### config.mk
export PLATFORM = sky130hd
export DESIGN_NAME = snoop_xlate_wrap
export DESIGN_NICKNAME = d
export VERILOG_FILES = /design/src/rtl/snx_pkg.sv /design/src/rtl/snx_type_map.sv /design/src/rtl/snx_timeout.sv /design/src/rtl/snx_snoop_fsm.sv /design/src/rtl/snoop_xlate_wrap.sv
export SDC_FILE = /design/constraint.sdc
export NUM_CORES = 1
export LEC_CHECK = 0
export BUFFER_PORTS_ARGS = -buffer_cell sky130_fd_sc_hd__buf_4
export CAP_MARGIN = 20
export CELL_PAD_IN_SITES_DETAIL_PLACEMENT = 1
export CELL_PAD_IN_SITES_GLOBAL_PLACEMENT = 1
export CORE_ASPECT_RATIO = 1.1
export CORE_MARGIN = 10
export CORE_UTILIZATION = 38
export DETAILED_ROUTE_END_ITERATION = 7
export PLACE_DENSITY = 0.78
export SLEW_MARGIN = 20
export SYNTH_ARGS = -nofsm -noshare
export SYNTH_HDL_FRONTEND = slang
export SYNTH_SLANG_ARGS = --single-unit
### constraint.sdc
create_clock -name clk_i -period 2.2 [get_ports clk_i]
set_input_delay 0.44 -clock clk_i [delete_from_list [all_inputs] [get_ports clk_i]]
set_output_delay 0.44 -clock clk_i [all_outputs]
set_load 0.05 [all_outputs]
### src/rtl/snx_pkg.sv
package snx_pkg;
  typedef enum logic [1:0] {
    BUS_RD  = 2'b00,
    BUS_WR  = 2'b01,
    BUS_WB  = 2'b10,
    BUS_RSV = 2'b11
  } bus_kind_e;

  typedef enum logic [1:0] {
    ST_IDLE   = 2'b00,
    ST_SNOOP  = 2'b01,
    ST_WBWAIT = 2'b10
  } snx_state_e;
endpackage

### src/rtl/snx_type_map.sv
module snx_type_map
  import snx_pkg::*;
#(
  parameter bit CONVERT_RD = 1'b1
) (
  input  logic [1:0] kind_i,
  output logic       inv_o,
  output logic       wb_o
);
  assign wb_o = (kind_i == BUS_WB);

  generate
    if (CONVERT_RD) begin : g_conv
      // every foreign access invalidates: no line may survive as shared
      assign inv_o = 1'b1;
    end else begin : g_pass
      assign inv_o = (kind_i != BUS_RD);
    end
  endgenerate
endmodule

### src/rtl/snx_timeout.sv
module snx_timeout #(
  parameter int LIMIT = 16
) (
  input  logic clk_i,
  input  logic rst_ni,
  input  logic run_i,
  output logic expire_o
);
  localparam int CW = $clog2(LIMIT + 1) + 1;

  logic [CW-1:0] cnt_q;

  always_ff @(posedge clk_i or negedge rst_ni) begin
    if (!rst_ni)     cnt_q <= '0;
    else if (!run_i) cnt_q <= '0;
    else             cnt_q <= cnt_q + 1'b1;
  end

  assign expire_o = run_i && (cnt_q == CW'(LIMIT - 1));
endmodule

### src/rtl/snx_snoop_fsm.sv
module snx_snoop_fsm
  import snx_pkg::*;
#(
  parameter int AW     = 32,
  parameter int MW     = 2,
  parameter int OWN_ID = 0
) (
  input  logic          clk_i,
  input  logic          rst_ni,
  input  logic          bus_valid_i,
  input  logic [AW-1:0] bus_addr_i,
  input  logic [MW-1:0] bus_master_i,
  input  logic          bus_wb_i,
  input  logic          inv_i,
  input  logic          snp_ack_i,
  input  logic          mod_hit_i,
  input  logic          expire_i,
  output logic          snp_req_o,
  output logic [AW-1:0] snp_addr_o,
  output logic          snp_inv_o,
  output logic          retry_o,
  output logic          err_o,
  output logic          idle_o,
  output logic          run_o
);
  snx_state_e    state_q;
  logic [AW-1:0] addr_q;
  logic          inv_q, retry_q, err_q;
  logic          foreign, own_wb_match;

  assign foreign      = bus_valid_i && (bus_master_i != MW'(OWN_ID));
  assign own_wb_match = bus_valid_i && !foreign && bus_wb_i && (bus_addr_i == addr_q);

  always_ff @(posedge clk_i or negedge rst_ni) begin
    if (!rst_ni) begin
      state_q <= ST_IDLE;
      addr_q  <= '0;
      inv_q   <= 1'b0;
      retry_q <= 1'b0;
      err_q   <= 1'b0;
    end else begin
      retry_q <= 1'b0;
      unique case (state_q)
        ST_IDLE: begin
          if (foreign) begin
            state_q <= ST_SNOOP;
            addr_q  <= bus_addr_i;
            inv_q   <= inv_i;
          end
        end
        ST_SNOOP: begin
          if (foreign) retry_q <= 1'b1;
          if (snp_ack_i) begin
            if (mod_hit_i) begin
              retry_q <= 1'b1;
              state_q <= ST_WBWAIT;
            end else begin
              state_q <= ST_IDLE;
            end
          end else if (expire_i) begin
            retry_q <= 1'b1;
            err_q   <= 1'b1;
            state_q <= ST_IDLE;
          end
        end
        ST_WBWAIT: begin
          // hold off every foreign access until the dirty line is in memory
          if (foreign) retry_q <= 1'b1;
          if (own_wb_match) state_q <= ST_IDLE;
        end
        default: state_q <= ST_IDLE;
      endcase
    end
  end

  assign snp_req_o  = (state_q == ST_SNOOP);
  assign snp_addr_o = addr_q;
  assign snp_inv_o  = inv_q;
  assign retry_o    = retry_q;
  assign err_o      = err_q;
  assign idle_o     = (state_q == ST_IDLE);
  assign run_o      = (state_q == ST_SNOOP) && !snp_ack_i;
endmodule

### src/rtl/snoop_xlate_wrap.sv
module snoop_xlate_wrap
  import snx_pkg::*;
#(
  parameter int AW         = 32,
  parameter int MW         = 2,
  parameter int OWN_ID     = 0,
  parameter int TIMEOUT    = 16,
  parameter bit CONVERT_RD = 1'b1
) (
  input  logic          clk_i,
  input  logic          rst_ni,
  input  logic          bus_valid_i,
  input  logic [AW-1:0] bus_addr_i,
  input  logic [1:0]    bus_kind_i,
  input  logic [MW-1:0] bus_master_i,
  output logic          bus_retry_o,
  output logic          snp_req_o,
  output logic [AW-1:0] snp_addr_o,
  output logic          snp_inv_o,
  input  logic          snp_ack_i,
  input  logic          snp_hit_i,
  input  logic          snp_mod_i,
  output logic          snp_err_o
);
  logic inv, wb, expire, run, idle, mod_hit;

  assign mod_hit = snp_hit_i && snp_mod_i;

  snx_type_map #(.CONVERT_RD(CONVERT_RD)) u_map (
    .kind_i (bus_kind_i),
    .inv_o  (inv),
    .wb_o   (wb)
  );

  snx_timeout #(.LIMIT(TIMEOUT)) u_tmo (
    .clk_i    (clk_i),
    .rst_ni   (rst_ni),
    .run_i    (run),
    .expire_o (expire)
  );

  snx_snoop_fsm #(.AW(AW), .MW(MW), .OWN_ID(OWN_ID)) u_fsm (
    .clk_i        (clk_i),
    .rst_ni       (rst_ni),
    .bus_valid_i  (bus_valid_i),
    .bus_addr_i   (bus_addr_i),
    .bus_master_i (bus_master_i),
    .bus_wb_i     (wb),
    .inv_i        (inv),
    .snp_ack_i    (snp_ack_i),
    .mod_hit_i    (mod_hit),
    .expire_i     (expire),
    .snp_req_o    (snp_req_o),
    .snp_addr_o   (snp_addr_o),
    .snp_inv_o    (snp_inv_o),
    .retry_o      (bus_retry_o),
    .err_o        (snp_err_o),
    .idle_o       (idle),
    .run_o        (run)
  );
endmodule

==> After elaboration in Yosys (flattened, before gate mapping) <==
Cells that the tools add are included.
{ "op_classes": {"shifts": 0, "muxes": 12, "div_mod_pow": 0, "n_mul": 0, "eq_ne": 8, "add_sub_neg": 1, "n_reduce_logical": 14, "n_bitwise": 1, "magnitude_cmp": 0} }
{ "ops": {"columns": ["operator", "n"], "rows": [
  ["equality test 32 bit", 1],
  ["2-to-1 mux 2 bit", 5],
  ["logical AND 1 bit", 7],
  ["adder 6 x 1 -> 6 bit (second input constant)", 1],
  ["equality test 6 x 4 -> 1 bit (second input constant)", 1],
  ["2-to-1 mux 6 bit", 1],
  ["one-hot mux 2 bit (3 select lines)", 1],
  ["AND reduction 3 bit", 2],
  ["equality test 2 bit (second input constant)", 2],
  ["2-to-1 mux 1 bit", 4],
  ["inequality test 2 x 1 -> 1 bit (second input constant)", 2],
  ["inequality test 3 x 1 -> 1 bit (second input constant)", 1],
  ["equality test 2 x 1 -> 1 bit (second input constant)", 1],
  ["zero test 1 bit", 2],
  ["zero test 2 bit", 1],
  ["one-hot mux 1 bit (2 select lines)", 1],
  ["AND reduction 2 bit", 1],
  ["nonzero test 2 bit", 1],
  ["NOT 1 bit", 1]
]} }
{ "word_totals": {"word_cells": 42, "ram_bits": 0, "n_memories": 0, "input_bits": 42, "reg_bits": 43, "out_inout_bits": 36, "latch_bits": 0, "rom_bits": 0} }

==> Logic depth before layout (Yosys ltp) <==
Gate-level depths: netlist of the first run.
{ "logic_depth": {"word_depth": 8, "mapped_depth": 7, "mapped_depth_nobuf": 7} }

==> Hierarchy <==
A second synthesis of the first run with hierarchy kept.
{ "hier_totals": {"cells_unflattened": 175, "area_unflattened_um2": 2174.6} }
{ "modules_own_cells": {"columns": ["mod", "cells_each", "n_inst", "area_each_um2", "seq_area_each_um2"], "rows": [
  ["snx_snoop_fsm", 148, 1, 1880.6, 925.9],
  ["snx_timeout", 23, 1, 262.8, 150.1],
  ["snx_type_map", 3, 1, 25.0, 0.0],
  ["snoop_xlate_wrap", 1, 1, 6.3, 0.0]
]} }

==> Least setup slack after synthesis of the first run <==
OpenSTA, ideal clock, no wires.
{ "synth_timing": {"path_kind": "register to register", "startpoint": "reg u_fsm.state_q[1]", "endpoint": "reg u_fsm.state_q[0]", "t_arrival_ps": 1784, "path_buffers": 0, "setup_slack_ps": 286, "required_ps": 2070, "setup_time_ps": 130, "period_less_slack_ps": 1914, "stages_incl_launch_ff": 7, "path_cell_list": "dfrtp_1 inv_1 ha_1 nand2b_1 o21ai_0 mux2i_1 nand3_1"} }
{ "synth_between": {"elab_chain_len": 5, "word_cells_on_any_way": 10, "classes_between": "5 x eq/ne; 1 x mux; 4 x reduce/logical"} }
{ "synth_rtl": {"columns": ["element", "line_no", "text"], "rows": [
  ["start, declared", "snx_snoop_fsm.sv:26", "snx_state_e state_q;"],
  ["start signal, assigned", "snx_snoop_fsm.sv:36", "state_q <= ST_IDLE;"],
  ["start signal, assigned", "snx_snoop_fsm.sv:46", "state_q <= ST_SNOOP;"],
  ["start signal, assigned", "snx_snoop_fsm.sv:56", "state_q <= ST_WBWAIT;"],
  ["equality test 2 x 1 -> 1 bit *", null, null],
  ["via snp_req_o", "snoop_xlate_wrap.sv:17", "output logic snp_req_o,"],
  ["logical AND 1 bit", "snx_snoop_fsm.sv:82", "assign run_o = (state_q == ST_SNOOP) && !snp_ack_i;"],
  ["logical AND 1 bit", "snx_timeout.sv:19", "assign expire_o = run_i && (cnt_q == CW'(LIMIT - 1));"],
  ["inequality test 3 x 1 -> 1 bit (no source line)", null, null],
  ["AND reduction 3 bit (no source line)", null, null]
]} }
The timed path passes the listed nets; every way through them passes the cells marked *.
A chain may end at the register's enable or synchronous reset.

==> Worst setup path in the final report of the first run <==
{ "layout_timing": {"startpoint": "reg u_tmo.cnt_q[0]", "endpoint": "reg u_fsm.state_q[1]"} }
{ "layout_between": {"elab_chain_len": 4} }
{ "layout_rtl": {"columns": ["element", "line_no", "text"], "rows": [
  ["start, declared", "snx_timeout.sv:11", "logic [CW-1:0] cnt_q;"],
  ["start signal, assigned", "snx_timeout.sv:16", "else cnt_q <= cnt_q + 1'b1;"],
  ["equality test 6 x 4 -> 1 bit", "snx_timeout.sv:19", null],
  ["logical AND 1 bit", "snx_timeout.sv:19", null],
  ["inequality test 3 x 1 -> 1 bit (no source line)", null, null],
  ["AND reduction 3 bit (no source line)", null, null]
]} }
Every way passes these cells.

==> results of run 1 <==
through the flow:
step | hold slack (ns) | power, mW | cells
global placement | 0.455 | 4.14 | 321
finish | 0.138 | 4.64 | 329
detailed placement | 0.454 | 4.20 | 321
CTS | 0.150 | 4.71 | 329
floorplan | 0.144 | 3.30 | 171
global route | 0.164 | 4.92 | 329
kinds of logic after synthesis:
family                     Yosys count  synth area share
and+or+nand+nor                     41             0.119
DFF                                 43             0.501
adders and majority gates            4            0.0233
buffers and inverters                6            0.0122
muxes                               33             0.172
AOI/OAI and AO/OA                    8            0.0256
xor gates and xnor gates            36             0.147
area by class of cell:
cell class | instances | area share
Sequential cell | 43 | 0.370
Clock buffer | 6 | 0.0249
Inverter | 3 | 0.00387
Timing Repair Buffer | 78 | 0.205
Clock inverter | 2 | 0.00430
Multi-Input combinational cell | 122 | 0.360
Tap cell | 75 | 0.0322
worst paths after layout:
path / start / endpoint / slack, ns
worst max register to register: u_tmo.cnt_q[0] / u_fsm.state_q[1] / 0.42
min in group clk_i: bus_addr_i[2] / u_fsm.snp_addr_o[2] / 0.39
worst min register to register: u_fsm.err_o / u_fsm.err_o / 0.47
max in group asynchronous: rst_ni / u_fsm.state_q[1] / 1.68
worst max-delay path: u_tmo.cnt_q[0] / u_fsm.state_q[1] / 0.42
worst min-delay path: rst_ni / u_fsm.snp_addr_o[6] / 0.14
placed cells by master, fill, tap and decap left out, types with 2 or more instances in the layout:
cell	n
buf_4	77
dfrtp_1	43
xor2_1	35
mux2_2	32
nand3_1	7
nor2_1	6
nor4_1	5
clkbuf_8	5
nand2_1	4
nand2b_1	4
ha_1	4
inv_1	3
nand4_1	3
o21ai_0	3
and2_1	3
nor4_2	3
nor2b_1	2
routing by layer:
layer / up-vias / wire, µm / global-route usage
li1: 764 / - / -
met1: 744 / 2120 / 0.138
met2: 49 / 2670 / 0.201
met3: 8 / 620 / 0.0759
met4: 0 / 78 / 0.0309
met5: - / 0 / 0
worst max-delay path: cells and delay by family, from the launching register on:
kind                     cells  cell delay, ns
flip-flops                   1            0.40
AO/OA/AOI/OAI                2            0.56
adder cells (fa/ha/maj)      1            0.21
AND/OR/NAND/NOR              3            0.50
power by group through the flow:
| stage | Sequential (mW) | Combinational [mW] | Clock (mW) |
|---|---|---|---|
| 5_1_grt | 1.48 | 2.89 | 0.549 |
| 4_1_cts | 1.44 | 2.76 | 0.515 |
| 3_3_place_gp | 1.43 | 2.71 | 0 |
| 2_1_floorplan | 2.49 | 0.808 | 0 |
| 3_5_place_dp | 1.45 | 2.75 | 0 |
| 6_report | 1.43 | 2.71 | 0.497 |
sequential cells by signal, summed over array words and instances, names as in the netlist:
register / count
u_fsm.err_o: 1
u_fsm.retry_o: 1
u_fsm.snp_addr_o: 32
u_fsm.snp_inv_o: 1
u_fsm.state_q: 2
u_tmo.cnt_q: 6
==> results.py, run 1 <==
metrics = {
    "status": {
        "outcome": "finished clean",
    },
    "layout": {
        "syn_to_final_growth_pct": 35.4,
        "seqCellArea_um2": 1080,
        "multi_input_area_um2": 1050,
        "drive_above_1_share": 0.476,
        "layout.nets": 299,
        "design_area_um2": 2910,
        "utilization": 0.536,
        "n_antenna_cell": 0,
        "final.fill_count": 595,
    },
    "die": {
        "ioPinCount": 78,
        "start_util": 0.396,
        "core_um2": 5430,
        "die_area_um2": 9070,
        "die_width_um": 91.7,
        "rows": 28,
        "die-height_um": 98.9,
    },
    "power_and_ir_drop": {
        "p_comb_frac": 0.584,
        "p_sw_frac": 0.500,
        "power.switching_mw": 2.32,
        "pwr-share-clk": 0.107,
        "power.leakage_nw": 1.37,
        "vdd_drop_max_uv": 922,
        "power_density_nw_per_um2": 1590,
        "p_int_mw": 2.32,
        "p_seq_frac": 0.309,
    },
    "critical_path": {
        "critPathKind": "flop to flop",
        "crit_chain": "ha_1 > nand3_1 > nor3_1 > o21ai_0 > a221oi_1 > nand3_1",
        "critPathRequiredTime_ns": 2.37,
        "cpMostUsedCell": "nand3_1",
        "cp-start-kind": "flop",
        "arrival_ns": 1.95,
        "worstRegToRegCells": 6,
        "end_kind": "flop",
        "cpPeakStageDelay_ns": 0.40,
        "crit_fanout": 4,
        "crit_slowest_cell": "dfrtp_1",
    },
    "clocking": {
        "cts_resized": 0,
        "cts-root-buf": "clkbuf_8",
        "cts_tree": "yes",
        "numCtsBuffers": 5,
        "worstSkewPairLatency_ns": 0.30,
        "cts_setup_buffers": 0,
        "clkTransAtPathRegs_ns": 0.09,
        "postCtsHoldBufs": 0,
        "cts_sinks": 43,
        "h-tree-depth": 2,
        "clock_path_buffers": 2,
    },
    "sta": {
        "timing.final.crit_period_ns": 1.78,
        "tightest_slew_ns": 0.561,
        "setup_violations": 0,
        "rsz0062_at_grt": "false",
        "hold_viol": 0,
        "maxSlewHeadroom": 0.626,
        "final.setup_skew_ns": 0.0104,
        "slew_viol_final": 0,
        "fmax_ghz": 0.561,
        "period_share": 0.811,
        "totalNegativeSetupSlack_ns": 0,
        "layout_setup_ws_ns": 0.416,
    },
    "logic_synthesis": {
        "synth-edff-count": 0,
        "syn_nets": 217,
        "ys_ff_latch": 43,
        "avgSynthCellArea_um2": 12.6,
        "syn_inst": 171,
        "synth.most_common_cell": "dfrtp_1",
        "yosysSeqAreaShare": 0.501,
        "synth_top_area_share": 0.501,
        "yosysUniqueCellTypes": 27,
        "async_flop_share": 1.00,
        "mappedNetlistArea_um2": 2150,
        "synth_largest_area_cell": "dfrtp_1",
        "synthTopCellsByCount": "dfrtp_1 (43), xor2_1 (35), mux2_2 (32), nand3_1 (7), nor2_1 (6)",
        "yosys_warnings": 0,
        "netlist_top_cells_area": "dfrtp_1 (50%), mux2_2 (17%), xor2_1 (14%)",
        "ys.flop_type": "dfrtp_1",
    },
    "route": {
        "routedWlPerCell_um": 16.7,
        "vias_per_cell": 4.76,
        "drtIter0Drc": 53,
        "vias": 1565,
        "first_pass_iters": 2,
        "wl_mm": 5.49,
        "ant_nets": 0,
        "drc_errors": 0,
    },
    "worst_hold_path": {
        "hold_path_class": "primary input to async pin",
    },
    "global_route": {
        "antenna_found_initial": 0,
        "grt_max_degree": 44,
        "grt_pass1_vias": 1801,
        "grt_pass1_wl_mm": 9.20,
        "grt_overflow_total": 0,
        "grt_use_total": 0.125,
    },
    "job": {
        "max-cap-violations": 0,
    },
    "place": {
        "numPortBuffers": 77,
        "dpl-instance-area_um2": 2830,
        "place_congestion": 0.750,
        "detailed_place_hpwl_mm": 4.39,
        "pre_cts_slack_ns": 0.298,
    },
}
(Power assumes the default switching activity.)
==> inputs of run 2 (changes only) <==
==> constraint.sdc (replaced) <==
create_clock -name clk_i -period 1.8 [get_ports clk_i]
set_input_delay 0.36 -clock clk_i [delete_from_list [all_inputs] [get_ports clk_i]]
set_output_delay 0.36 -clock clk_i [all_outputs]
set_load 0.05 [all_outputs]
==> results.py, run 2 (synthesis results as in run 1) <==
metrics = {
    "route": {
        "wirelength_met1_mm": 2.19,
        "drc_errors": 0,
        "top_layer": "met4",
        "vias": 1619,
        "vias_per_cell": 4.85,
        "wl_mm": 5.45,
        "drtIter0Drc": 57,
        "ant_nets": 0,
        "routedWlPerCell_um": 16.3,
        "route.met3.wl_um": 634,
        "wl_met2_mm": 2.60,
        "first_pass_iters": 3,
    },
    "global_route": {
        "grt_pass1_wl_mm": 9.03,
        "grt_overflow_total": 0,
        "antenna_found_initial": 0,
        "grt_use_total": 0.121,
        "grt_pass1_vias": 1779,
        "grt_max_degree": 44,
    },
    "sta": {
        "period_share": 0.945,
        "rsz0062_at_grt": "false",
        "setup_violations": 0,
        "tightest_slew_ns": 0.556,
        "hold_viol": 0,
        "fmax_ghz": 0.588,
        "timing.final.crit_period_ns": 1.70,
        "slew_viol_final": 0,
        "final.setup_skew_ns": 0.00971,
        "fin_hold_ws_ns": 0.0502,
        "maxSlewHeadroom": 0.629,
    },
    "die": {
        "die-height_um": 98.9,
        "ioPinCount": 78,
        "die_width_um": 91.7,
        "start_util": 0.396,
        "die_area_um2": 9070,
        "rows": 28,
        "core_um2": 5430,
    },
    "clocking": {
        "numCtsBuffers": 5,
        "postCtsHoldBufs": 0,
        "cts-root-buf": "clkbuf_8",
        "worstSkewPairLatency_ns": 0.29,
        "cts_setup_buffers": 0,
        "cts_tree": "yes",
        "cts_sinks": 43,
        "h-tree-depth": 2,
        "clock_path_buffers": 2,
        "clkTransAtPathRegs_ns": 0.08,
    },
    "layout": {
        "drive_above_1_share": 0.517,
        "final.fill_count": 583,
        "multi_input_area_um2": 1060,
        "utilization": 0.546,
        "n_antenna_cell": 0,
        "final_common_cell": "buf_4",
        "design_area_um2": 2970,
        "largest_reg_flops": 32,
        "seqCellArea_um2": 1080,
        "layout.nets": 304,
        "final_cell_mix": "buf_4 (82), dfrtp_1 (37), xor2_1 (35), mux2_2 (32), nand3_1 (7)",
        "syn_to_final_growth_pct": 38.0,
    },
    "power_and_ir_drop": {
        "finalPower_mw": 5.70,
        "power_density_nw_per_um2": 1920,
        "vdd_drop_max_uv": 1080,
        "power.leakage_nw": 1.39,
    },
    "critical_path": {
        "startpoint": "u_fsm.snp_addr_o[18]",
        "critPathKind": "flop to flop",
        "arrival_ns": 1.93,
        "reg2reg_from": "u_fsm.snp_addr_o[18]",
        "worstRegToRegCells": 5,
        "end_kind": "flop",
        "r2r_end": "u_fsm.state_q[1]",
        "crit_fanout": 3,
        "cp-endpoint": "u_fsm.state_q[1]",
        "reg2reg_slack_ns": 0.1,
        "critPathRequiredTime_ns": 2.03,
        "cp-start-kind": "flop",
    },
    "place": {
        "numPortBuffers": 77,
        "dpl-instance-area_um2": 2870,
        "detailed_place_hpwl_mm": 4.28,
        "place_congestion": 0.744,
    },
    "job": {
        "max-cap-violations": 0,
    },
    "worst_hold_path": {
        "hold_path_class": "primary input to async pin",
    },
    "status": {
        "outcome": "finished clean",
    },
}
-- run 2: report_power, final --
| part | total (mW) | internal [mW] | switching [mW] |
|---|---|---|---|
| Clock | 0.603 | 0.272 | 0.332 |
| Combinational | 3.34 | 1.21 | 2.13 |
| Sequential | 1.76 | 1.39 | 0.366 |
-- run 2: layer usage --
| metal | track usage | vias to the layer above |
|---|---|---|
| met2 | 0.190 | 51 |
| met5 | 0 | - |
| met4 | 0.0249 | 0 |
| met3 | 0.0736 | 4 |
| met1 | 0.138 | 795 |
| li1 | - | 769 |
-- run 2: area by class of cell --
class / count / area share
clock inverters: 2 / 0.00422
flip-flops and latches: 43 / 0.365
inverters: 3 / 0.00380
clock buffers: 6 / 0.0245
repair buffers: 83 / 0.214
multi-input cells: 122 / 0.356
well taps: 75 / 0.0316
-- run 2: worst min-delay path by stage --
stage,from,to
floorplan,rst_ni,u_fsm.err_o
global placement,rst_ni,u_fsm.snp_addr_o[19]
detailed placement,rst_ni,u_tmo.cnt_q[3]
CTS,rst_ni,u_fsm.snp_addr_o[1]
global route,rst_ni,u_fsm.snp_addr_o[1]
finish,rst_ni,u_tmo.cnt_q[2]
-- run 2: what timing repair did --
item	CTS	global route
setup endpoints to repair	1	1
resized for setup	1	0
pin swaps	0	2
cloned	0	0
-- run 2: per-stage QoR --
stage                     instances  setup WS [ns]  setup TNS, ns
final                           334         0.0996              0
after global routing            334        0.00131              0
after CTS                       334         0.0448              0
after detailed placement        326        -0.0350        -0.0350
after global placement          326       -0.00336       -0.00336
after floorplan                 171       0.000940              0
-- run 2: worst max-delay path, cell delays in order, from the launching register on --
cell	delay [ns]
dfrtp_2	0.43
xor2_1	0.17
nor4_2	0.28
nand4_1	0.16
or4_1	0.52
nand3_1	0.08
==> inputs of run 3 (changes only) <==
--- a/config.mk
+++ b/config.mk
@@ -11,9 +11,10 @@
 export CELL_PAD_IN_SITES_GLOBAL_PLACEMENT = 1
 export CORE_ASPECT_RATIO = 1.1
 export CORE_MARGIN = 10
-export CORE_UTILIZATION = 38
+export CORE_UTILIZATION = 39
+export CTS_BUF_LIST = sky130_fd_sc_hd__clkbuf_8
 export DETAILED_ROUTE_END_ITERATION = 7
-export PLACE_DENSITY = 0.78
+export PLACE_DENSITY = 0.8
 export SLEW_MARGIN = 20
 export SYNTH_ARGS = -nofsm -noshare
 export SYNTH_HDL_FRONTEND = slang
==> results.py, run 3 (synthesis results as in run 1) <==
metrics = {
    "layout": {
        "final.fill_count": 576,
        "seqCellArea_um2": 1080,
        "design_area_um2": 3010,
        "multi_input_area_um2": 1080,
        "n_antenna_cell": 0,
        "syn_to_final_growth_pct": 40.1,
        "layout.nets": 307,
        "final_common_cell": "buf_4",
        "final_cell_mix": "buf_4 (85), dfrtp_1 (37), xor2_1 (34), mux2_2 (32)",
        "largest_reg_flops": 32,
        "drive_above_1_share": 0.534,
    },
    "route": {
        "first_pass_iters": 5,
        "ant_nets": 0,
        "drtIter0Drc": 25,
        "routedWlPerCell_um": 17.3,
        "wl_mm": 5.82,
        "vias_per_cell": 4.85,
        "vias": 1636,
        "drc_errors": 0,
    },
    "place": {
        "numPortBuffers": 77,
        "dpl-instance-area_um2": 2870,
        "detailed_place_hpwl_mm": 4.50,
        "place_congestion": 0.707,
    },
    "sta": {
        "tightest_slew_ns": 0.552,
        "setup_violations": 0,
        "slew_viol_final": 0,
        "maxSlewHeadroom": 0.632,
        "final.setup_skew_ns": 0.00593,
        "totalNegativeSetupSlack_ns": 0,
        "hold_viol": 0,
        "rsz0062_at_grt": "true",
        "period_share": 0.984,
        "timing.final.crit_period_ns": 1.77,
        "fmax_ghz": 0.565,
        "fin_hold_ws_ns": 0.0416,
    },
    "power_and_ir_drop": {
        "p_int_mw": 2.92,
        "p_sw_frac": 0.496,
        "power.switching_mw": 2.88,
        "power_density_nw_per_um2": 1920,
        "pwr-share-clk": 0.105,
        "power.leakage_nw": 1.41,
        "p_comb_frac": 0.591,
        "finalPower_mw": 5.80,
        "p_seq_frac": 0.304,
        "vdd_drop_max_uv": 1080,
    },
    "worst_hold_path": {
        "hold_path_class": "primary input to async pin",
    },
    "global_route": {
        "grt_overflow_total": 0,
        "grt_use_total": 0.127,
        "grt_pass1_vias": 1826,
        "grt_max_degree": 44,
        "antenna_found_initial": 0,
        "grt_pass1_wl_mm": 9.25,
    },
    "clocking": {
        "h-tree-depth": 2,
        "postCtsHoldBufs": 0,
        "cts_sinks": 43,
        "cts_tree": "yes",
        "clkTransAtPathRegs_ns": 0.08,
        "clock_path_buffers": 2,
        "worstSkewPairLatency_ns": 0.30,
        "cts-root-buf": "clkbuf_8",
        "numCtsBuffers": 5,
    },
    "job": {
        "max-cap-violations": 0,
    },
    "critical_path": {
        "cpPeakStageDelay_ns": 0.57,
        "crit_fanout": 2,
        "critPathRequiredTime_ns": 2.04,
        "crit_slowest_cell": "or4_1",
        "arrival_ns": 2.01,
        "cp-start-kind": "flop",
        "critPathKind": "flop to flop",
        "end_kind": "flop",
        "crit_chain": "xor2_1 > nor4_2 > nand4_1 > or4_1 > nand3_2",
    },
    "die": {
        "die_area_um2": 8880,
        "core_um2": 5360,
        "rows": 28,
        "die-height_um": 97.9,
        "die_width_um": 90.8,
        "start_util": 0.401,
        "ioPinCount": 78,
    },
    "status": {
        "outcome": "finished clean",
    },
}
==> run 3: changes by cell type in the layout (fill, tap and decap cells not counted), sizes merged <==
cell / previous run / this run
buf: 83 / 86
inv: 3 / 4
clkbuf: 6 / 5
==> run 3: cell type report <==
cell class / instances / area share
Sequential cell: 43 / 0.360
Clock buffer: 5 / 0.0229
Tap cell: 75 / 0.0312
Inverter: 3 / 0.00374
Clock inverter: 3 / 0.00540
Multi-Input combinational cell: 122 / 0.359
Timing Repair Buffer: 86 / 0.219
==> run 3: through the flow <==
| stage | instances | util | setup slack [ns] |
|---|---|---|---|
| global route | 337 | 0.562 | -0.127 |
| global placement | 326 | 0.536 | 0.0164 |
| CTS | 334 | 0.554 | 0.0237 |
| detailed placement | 326 | 0.536 | -0.127 |
| floorplan | 171 | - | 0.000940 |
| finish | 337 | 0.562 | 0.0285 |
==> run 3: path summary, 6_finish.rpt <==
| path | start | depth (start not counted) | slack [ns] | endpoint |
|---|---|---|---|---|
| min | rst_ni | 1 | 0.04 | u_fsm.snp_addr_o[2] |
| max in group asynchronous | rst_ni | 1 | 1.35 | u_fsm.snp_addr_o[11] |
| max reg2reg | u_fsm.snp_addr_o[7] | 5 | 0.03 | u_fsm.state_q[1] |
| max | u_fsm.snp_addr_o[7] | 5 | 0.03 | u_fsm.state_q[1] |
| min reg2reg | u_fsm.err_o | 1 | 0.49 | u_fsm.err_o |
| min in group clk_i | bus_addr_i[12] | 2 | 0.30 | u_fsm.snp_addr_o[12] |
==> run 3: per-layer routing <==
layer	global-route usage	share of wire	vias up
met5	0	0	-
li1	-	-	777
met2	0.215	0.50	53
met3	0.0720	0.10	7
met1	0.133	0.39	799
met4	0.0326	0.010	0
==> run 3: power by group through the flow <==
stage	sequential (mW)	combinational, mW	clock, mW
after floorplan	3.06	0.993	0
after global routing	1.82	3.64	0.670
final	1.76	3.43	0.607
after global placement	1.75	3.35	0
after CTS	1.76	3.41	0.625
after detailed placement	1.78	3.39	0
==> run 3: critical path, delay by kind of cell, from the launching register on <==
kind	cells	cell delay, ns
AND/OR/NAND/NOR	4	1.14
XOR/XNOR	1	0.18
flip-flops	1	0.40
==> run 3: timing repair <==
action / 4_1_cts / 5_1_grt
buffers inserted: 0 / 3
pin swaps: 0 / 10
endpoints found under the setup margin: 1 / 1
resized for setup: 2 / 3
